==> src/rtl/cbdma_pkg.sv <==
// Shared constants and types for the descriptor-fetching copy channel.
// Assumes a 32-bit register file and a byte-addressed memory space.
package cbdma_pkg;

    // register offsets
    localparam int unsigned OFF_CTRL   = 0;
    localparam int unsigned OFF_DESC   = 4;

    // control/status bit positions
    localparam int unsigned CTRL_RUN   = 0;
    localparam int unsigned CTRL_DONE  = 2;

    // descriptor flags bit positions
    localparam int unsigned FLG_IRQ_EN = 0;
    localparam int unsigned FLG_DSTINC = 4;
    localparam int unsigned FLG_SRCINC = 8;

    // descriptor size in words
    localparam int unsigned DESC_WORDS = 4;

    typedef enum logic [2:0] {
        ST_IDLE,
        ST_FETCH,
        ST_FWAIT,
        ST_READ,
        ST_RWAIT,
        ST_WRITE
    } eng_state_t;

endpackage

==> src/rtl/cbdma_regs.sv <==
// Register slave of the copy channel: the control/status word and the
// descriptor pointer. Produces a one-cycle start pulse, accepted only while
// the engine is idle, and holds the sticky completion flag, which is cleared
// by writing one to it. Assumes reads are side-effect free.
module cbdma_regs
    import cbdma_pkg::*;
#(
    parameter int AW  = 32,
    parameter int DW  = 32,
    parameter int RAW = 8
) (
    input  logic           clk,
    input  logic           rst_n,
    input  logic           wr_en,
    input  logic [RAW-1:0] addr,
    input  logic [DW-1:0]  wdata,
    output logic [DW-1:0]  rdata,
    input  logic           busy,
    input  logic           done_irq,
    output logic           start,
    output logic [AW-1:0]  desc_ptr,
    output logic           flag
);

    logic ctrl_hit;
    logic desc_hit;

    assign ctrl_hit = wr_en && (addr == RAW'(OFF_CTRL));
    assign desc_hit = wr_en && (addr == RAW'(OFF_DESC));

    // start request: run bit written while the engine is idle
    assign start = ctrl_hit && wdata[CTRL_RUN] && !busy;

    // descriptor pointer storage and sticky completion flag
    always_ff @(posedge clk) begin
        if (!rst_n) begin
            desc_ptr <= '0;
            flag     <= 1'b0;
        end else begin
            if (desc_hit) begin
                desc_ptr <= wdata[AW-1:0];
            end
            if (done_irq) begin
                flag <= 1'b1;
            end else if (ctrl_hit && wdata[CTRL_DONE]) begin
                flag <= 1'b0;
            end
        end
    end

    // read mux over the two registers
    always_comb begin
        rdata = '0;
        if (addr == RAW'(OFF_CTRL)) begin
            rdata[CTRL_RUN]  = busy;
            rdata[CTRL_DONE] = flag;
        end else if (addr == RAW'(OFF_DESC)) begin
            rdata[AW-1:0] = desc_ptr;
        end
    end

endmodule

==> src/rtl/cbdma_engine.sv <==
// Sequencer of the copy channel. It reads the four-word descriptor and then
// runs read/write beat pairs. It keeps one memory request outstanding and
// holds each request stable until it is accepted. Assumes the byte count is a
// multiple of four; its low two bits are dropped.
module cbdma_engine
    import cbdma_pkg::*;
#(
    parameter int AW = 32,
    parameter int DW = 32
) (
    input  logic          clk,
    input  logic          rst_n,
    input  logic          start,
    input  logic [AW-1:0] desc_ptr,
    output logic          mem_req_valid,
    input  logic          mem_req_ready,
    output logic          mem_req_write,
    output logic [AW-1:0] mem_req_addr,
    output logic [DW-1:0] mem_req_wdata,
    input  logic          mem_rsp_valid,
    input  logic [DW-1:0] mem_rsp_rdata,
    output logic          busy,
    output logic          done,
    output logic          done_irq
);

    localparam int CW = DW - 2;
    localparam int IW = $clog2(DESC_WORDS);

    eng_state_t    state;
    logic [IW-1:0] idx;
    logic [AW-1:0] desc_q;
    logic [DW-1:0] flags_q;
    logic [AW-1:0] src_q;
    logic [AW-1:0] dst_q;
    logic [CW-1:0] beats_q;
    logic [DW-1:0] data_q;
    logic          last_fetch;
    logic          empty_job;
    logic          last_write;

    assign last_fetch = (state == ST_FWAIT) && mem_rsp_valid && (idx == IW'(DESC_WORDS - 1));
    assign empty_job  = last_fetch && (mem_rsp_rdata[DW-1:2] == '0);
    assign last_write = (state == ST_WRITE) && mem_req_ready && (beats_q == CW'(1));

    // completion strobes seen by the register slave on the finishing edge
    assign done     = empty_job || last_write;
    assign done_irq = done && flags_q[FLG_IRQ_EN];
    assign busy     = (state != ST_IDLE);

    // state sequencing and descriptor/pointer storage
    always_ff @(posedge clk) begin
        if (!rst_n) begin
            state   <= ST_IDLE;
            idx     <= '0;
            desc_q  <= '0;
            flags_q <= '0;
            src_q   <= '0;
            dst_q   <= '0;
            beats_q <= '0;
            data_q  <= '0;
        end else begin
            case (state)
                ST_IDLE: begin
                    if (start) begin
                        desc_q <= desc_ptr;
                        idx    <= '0;
                        state  <= ST_FETCH;
                    end
                end
                ST_FETCH: begin
                    if (mem_req_ready) state <= ST_FWAIT;
                end
                ST_FWAIT: begin
                    if (mem_rsp_valid) begin
                        case (idx)
                            IW'(0):  flags_q <= mem_rsp_rdata;
                            IW'(1):  src_q   <= mem_rsp_rdata[AW-1:0];
                            IW'(2):  dst_q   <= mem_rsp_rdata[AW-1:0];
                            default: beats_q <= mem_rsp_rdata[DW-1:2];
                        endcase
                        if (last_fetch) begin
                            state <= empty_job ? ST_IDLE : ST_READ;
                        end else begin
                            idx   <= idx + IW'(1);
                            state <= ST_FETCH;
                        end
                    end
                end
                ST_READ: begin
                    if (mem_req_ready) state <= ST_RWAIT;
                end
                ST_RWAIT: begin
                    if (mem_rsp_valid) begin
                        data_q <= mem_rsp_rdata;
                        state  <= ST_WRITE;
                    end
                end
                ST_WRITE: begin
                    if (mem_req_ready) begin
                        beats_q <= beats_q - CW'(1);
                        if (flags_q[FLG_SRCINC]) src_q <= src_q + AW'(4);
                        if (flags_q[FLG_DSTINC]) dst_q <= dst_q + AW'(4);
                        state <= last_write ? ST_IDLE : ST_READ;
                    end
                end
                default: state <= ST_IDLE;
            endcase
        end
    end

    // request outputs decoded from the state
    always_comb begin
        mem_req_valid = 1'b0;
        mem_req_write = 1'b0;
        mem_req_addr  = '0;
        mem_req_wdata = data_q;
        case (state)
            ST_FETCH: begin
                mem_req_valid = 1'b1;
                mem_req_addr  = desc_q + AW'({idx, 2'b00});
            end
            ST_READ: begin
                mem_req_valid = 1'b1;
                mem_req_addr  = src_q;
            end
            ST_WRITE: begin
                mem_req_valid = 1'b1;
                mem_req_write = 1'b1;
                mem_req_addr  = dst_q;
            end
            default: ;
        endcase
    end

endmodule

==> src/rtl/cbdma_channel.sv <==
// Top of the descriptor-fetching copy channel. It joins the register slave
// and the sequencer. Assumes a single clock domain and a memory that answers
// each accepted read with exactly one mem_rsp_valid pulse.
module cbdma_channel #(
    parameter int AW  = 32,
    parameter int DW  = 32,
    parameter int RAW = 8
) (
    input  logic           clk,
    input  logic           rst_n,
    input  logic           reg_wr_en,
    input  logic [RAW-1:0] reg_addr,
    input  logic [DW-1:0]  reg_wdata,
    output logic [DW-1:0]  reg_rdata,
    output logic           mem_req_valid,
    input  logic           mem_req_ready,
    output logic           mem_req_write,
    output logic [AW-1:0]  mem_req_addr,
    output logic [DW-1:0]  mem_req_wdata,
    input  logic           mem_rsp_valid,
    input  logic [DW-1:0]  mem_rsp_rdata,
    output logic           irq
);

    logic          busy;
    logic          done;
    logic          done_irq;
    logic          start;
    logic [AW-1:0] desc_ptr;

    cbdma_regs #(.AW(AW), .DW(DW), .RAW(RAW)) u_regs (
        .clk      (clk),
        .rst_n    (rst_n),
        .wr_en    (reg_wr_en),
        .addr     (reg_addr),
        .wdata    (reg_wdata),
        .rdata    (reg_rdata),
        .busy     (busy),
        .done_irq (done_irq),
        .start    (start),
        .desc_ptr (desc_ptr),
        .flag     (irq)
    );

    cbdma_engine #(.AW(AW), .DW(DW)) u_eng (
        .clk           (clk),
        .rst_n         (rst_n),
        .start         (start),
        .desc_ptr      (desc_ptr),
        .mem_req_valid (mem_req_valid),
        .mem_req_ready (mem_req_ready),
        .mem_req_write (mem_req_write),
        .mem_req_addr  (mem_req_addr),
        .mem_req_wdata (mem_req_wdata),
        .mem_rsp_valid (mem_rsp_valid),
        .mem_rsp_rdata (mem_rsp_rdata),
        .busy          (busy),
        .done          (done),
        .done_irq      (done_irq)
    );

endmodule

==> config.mk <==
export PLATFORM = sky130hd
export DESIGN_NAME = cbdma_channel
export DESIGN_NICKNAME = d
export VERILOG_FILES = /design/src/rtl/cbdma_pkg.sv /design/src/rtl/cbdma_regs.sv /design/src/rtl/cbdma_engine.sv /design/src/rtl/cbdma_channel.sv
export SDC_FILE = /design/constraint.sdc
export NUM_CORES = 1
export LEC_CHECK = 0
export CORE_MARGIN = 1
export CORE_UTILIZATION = 55
export CTS_CLUSTER_DIAMETER = 80
export CTS_CLUSTER_SIZE = 12
export DETAILED_ROUTE_END_ITERATION = 10
export DONT_BUFFER_PORTS = 1
export PLACE_DENSITY = 0.7
export SETUP_SLACK_MARGIN = 0.4
export SYNTH_ARGS = -nofsm -noshare
export SYNTH_HDL_FRONTEND = slang
export SYNTH_SLANG_ARGS = --single-unit
==> constraint.sdc <==
create_clock -name clk -period 2.5 [get_ports clk]
set_input_delay 0.25 -clock clk [delete_from_list [all_inputs] [get_ports clk]]
set_output_delay 0.25 -clock clk [all_outputs]
set_load 0.005 [all_outputs]
==> flow_summary.yaml <==
synthesis:
  syn_nets: 1631
  yosysUniqueCellTypes: 77
  synth.area.top_cells: "dfxtp_1, nand2_1, a21oi_1, o21ai_0, nor2_1"
  synth.largest_area_cell: "dfxtp_1"
  syn_inst: 1543
  syn_avg_cell_area_um2: 7.27
  seq_area_frac_synth_pct: 35.5
  synth_common_cells: "nand2_1, dfxtp_1, a21oi_1"
  syn_area_um2: 11200
  synth_edf_count: 0
  synth-main-ff-cell: "dfxtp_1"
  yosys.cell_count.top_type: "nand2_1"
  synthDominantCellAreaShare_pct: 35.5
  synth-seq-cells: 199
  yosys_warnings: 0
  asyncSetResetFlopFracSynth_pct: 0
timing:
  worst_slew_pin_slew_ns: 0.614
  slew-limit-headroom_pct: 58.7
  fin_crit_ns: 2.51
  skew_ns: 0.0147
  setup_ws_ns: -0.0148
  rsz0062_at_grt: "true"
  finalSetupViolations: 1
  fmax_mhz: 398
  hold_violations: 0
  post-route-period-util_pct: 101
  drv_slew: 0
clocking:
  cts.sinks: 199
  path_clk_slew_ns: 0.08
  cts.path.max_buffers: 2
  cts_buffers: 17
  h-tree-depth: 4
  tritoncts: "yes"
  cts-root-buf: "clkbuf_16"
  clk_latency_ns: 0.45
worst_setup_path:
  critPathLaunch: "u_eng.desc_q[8]$_SDFFE_PN0P_"
  reg2reg_setup_slack_ns: 0.39
  required_ns: 2.25
  cp-endpoint: "mem_req_addr[17]"
  worstPathCellList: "nand4_1 > or4b_4 > buf_12 > nor3_2 > o21ai_1 > a21boi_1"
  slowest_stage: "or4b_4"
  crit_family: "simple AND/OR/NAND/NOR gates"
  cp.depth: 6
  path_buf_inv: 1
  worstRegToRegCells: 5
  r2r_end: "u_eng.beats_q[29]$_SDFFE_PN0P_"
  end_kind: "primary output"
  cp.arrival_ns: 2.26
  reg2reg_from: "u_eng.beats_q[13]$_SDFFE_PN0P_"
  path_class: "reg -> out"
  slowest_delay_ns: 0.59
  startpoint_type: "flop"
  crit_fanout: 10
outcome:
  failed_checks: "negative setup slack"
  status: "finished, violations left"
min_path:
  hp-class: "in -> reg"
placement:
  dp_hpwl_um: 26900
  io_buffers: 0
  pre_cts_slack_ns: 0.0986
  place_congestion: 0.994
  numPlacedInstances: 1776
routing:
  first_pass_iters: 8
  via_per_inst: 6.60
  drt_iter0_drc: 1658
  wirelength_um: 41400
  route.detailed.wl_per_inst_um: 21.7
  route.detailed.drc: 0
  antenna_left: 0
  vias: 12600
global_route:
  grt_use_met3_pct: 10.2
  grt_pass1_wl_um: 62900
  top_usage_layer: "met2"
  grt_max_degree: 86
  gr-total-overflow: 0
  grt_pass1_vias: 11300
  use_met1_pct: 49.5
  antenna_found_initial: 1
  met2_usage_pct: 62.2
  grt.total_usage_pct: 39.1
floorplan:
  die_height_um: 145
  die-area_um2: 21000
  core_area_um2: 19700
  fp.dieW_um: 145
  io_pins: 176
  num_rows: 51
  start_util_pct: 56.9
finish:
  n_antenna_cell: 0
  regArea_um2: 4020
  final_core_util_pct: 71.2
  area_delta_synth_final_pct: 25.2
  layout.cells.non_filler: 1905
  multi_input_area_um2: 7310
  drive_gt1_share_pct: 18.5
  nets: 1715
  num-fill-cells: 1553
pwr:
  powerDensity_nw_per_um2: 443
  p_leak_nw: 4.76
  finalPower_mw: 6.22
  ir_worst_vdd_mv: 0.387
job:
  cap_violations: 0
## cell usage in the layout, fill, tap and decap left out, types with 13 or more instances in the layout
| cell type | synthesis | final |
|---|---|---|
| nand3_1 | 46 | 37 |
| a31oi_1 | 26 | 26 |
| or3_1 | 13 | 13 |
| o21ai_1 | 0 | 13 |
| nor3_2 | 2 | 13 |
| and2_1 | 49 | 45 |
| nor4_1 | 32 | 22 |
| a22oi_1 | 22 | 18 |
| xnor2_1 | 20 | 18 |
| nand4_1 | 22 | 22 |
| dfxtp_2 | 0 | 23 |
| buf_4 | 0 | 94 |
| and3_1 | 19 | 17 |
| dfxtp_1 | 199 | 174 |
| clkbuf_16 | 0 | 18 |
| nor3_1 | 49 | 34 |
| a21oi_1 | 192 | 185 |
| nand2_1 | 301 | 298 |
| dlygate4sd3_1 | 0 | 64 |
| nor2_1 | 103 | 100 |
| o21ai_0 | 95 | 70 |
## power by group
group / internal [mW] / total [mW] / switching (mW)
clock network: 1.37 / 2.81 / 1.45
logic: 0.113 / 0.241 / 0.127
registers: 3.16 / 3.16 / 0.000539
total: 4.64 / 6.22 / 1.57
## cells by family (layout without fill, tap and decap cells)
logic type / count (synthesis) / count (layout) / synth area share [%]
buffers and inverters: 130 / 226 / 4.56
DFF: 199 / 199 / 35.5
xor gates and xnor gates: 27 / 27 / 2.11
and+or+nand+nor: 701 / 702 / 30.1
adders and majority gates: 11 / 11 / 1.29
muxes: 13 / 13 / 1.17
AOI/OAI and AO/OA: 462 / 462 / 25.2
## routing by layer
layer	wire, um	up-vias
met5	18	-
met4	1940	2
met3	4590	171
met2	18900	818
met1	16000	5854
li1	-	5736
## how the worst min path moves through the flow
stage	from	end	slack, ns	cells past startpoint
CTS	rst_n	u_eng.src_q[27]$_SDFFE_PN0P_	0.005	2
floorplan	reg_wdata[10]	u_regs.desc_ptr[10]$_SDFFE_PN0P_	0.39	2
finish	rst_n	u_eng.src_q[27]$_SDFFE_PN0P_	0.009	2
global placement	rst_n	u_eng.src_q[25]$_SDFFE_PN0P_	0.38	1
detailed placement	rst_n	u_eng.dst_q[6]$_SDFFE_PN0P_	0.39	1
global route	rst_n	u_eng.src_q[23]$_SDFFE_PN0P_	0.01	2
## area by class of cell
cell class / count / area share (%)
clock buffers: 18 / 3.13
clock inverters: 14 / 1.06
inverters: 15 / 0.437
multi-input cells: 1215 / 52.1
flip-flops and latches: 199 / 28.6
well taps: 265 / 2.36
repair buffers: 179 / 12.3
## per-stage QoR
step | TNS (ns) | hold slack, ns | instance area (um^2)
after floorplan | 0 | 0.386 | 11300
after global placement | 0 | 0.380 | 11800
after detailed placement | 0 | 0.389 | 11800
after CTS | -0.0418 | 0.00520 | 13600
after global routing | -0.511 | 0.0110 | 14000
final | -0.0148 | 0.00936 | 14000
## flip-flops by register name, summed over array words and instances, names as in the netlist
name,count
u_eng.desc_q,32
u_eng.dst_q,32
u_eng.mem_req_wdata,32
u_eng.src_q,32
u_regs.desc_ptr,32
u_eng.beats_q,30
u_eng.flags_q,3
u_eng.state,3
u_eng.idx,2
u_regs.flag,1
## repair_timing
item / 4_1_cts / 5_1_grt
cloned: 3 / 1
endpoints found under the hold margin: 128 / 0
pin swaps: 29 / 33
gates resized for setup: 98 / 74
endpoints found under the setup margin: 45 / 85
setup buffers: 13 / 15
hold buffers: 65 / 0
(Power assumes the default switching activity.)
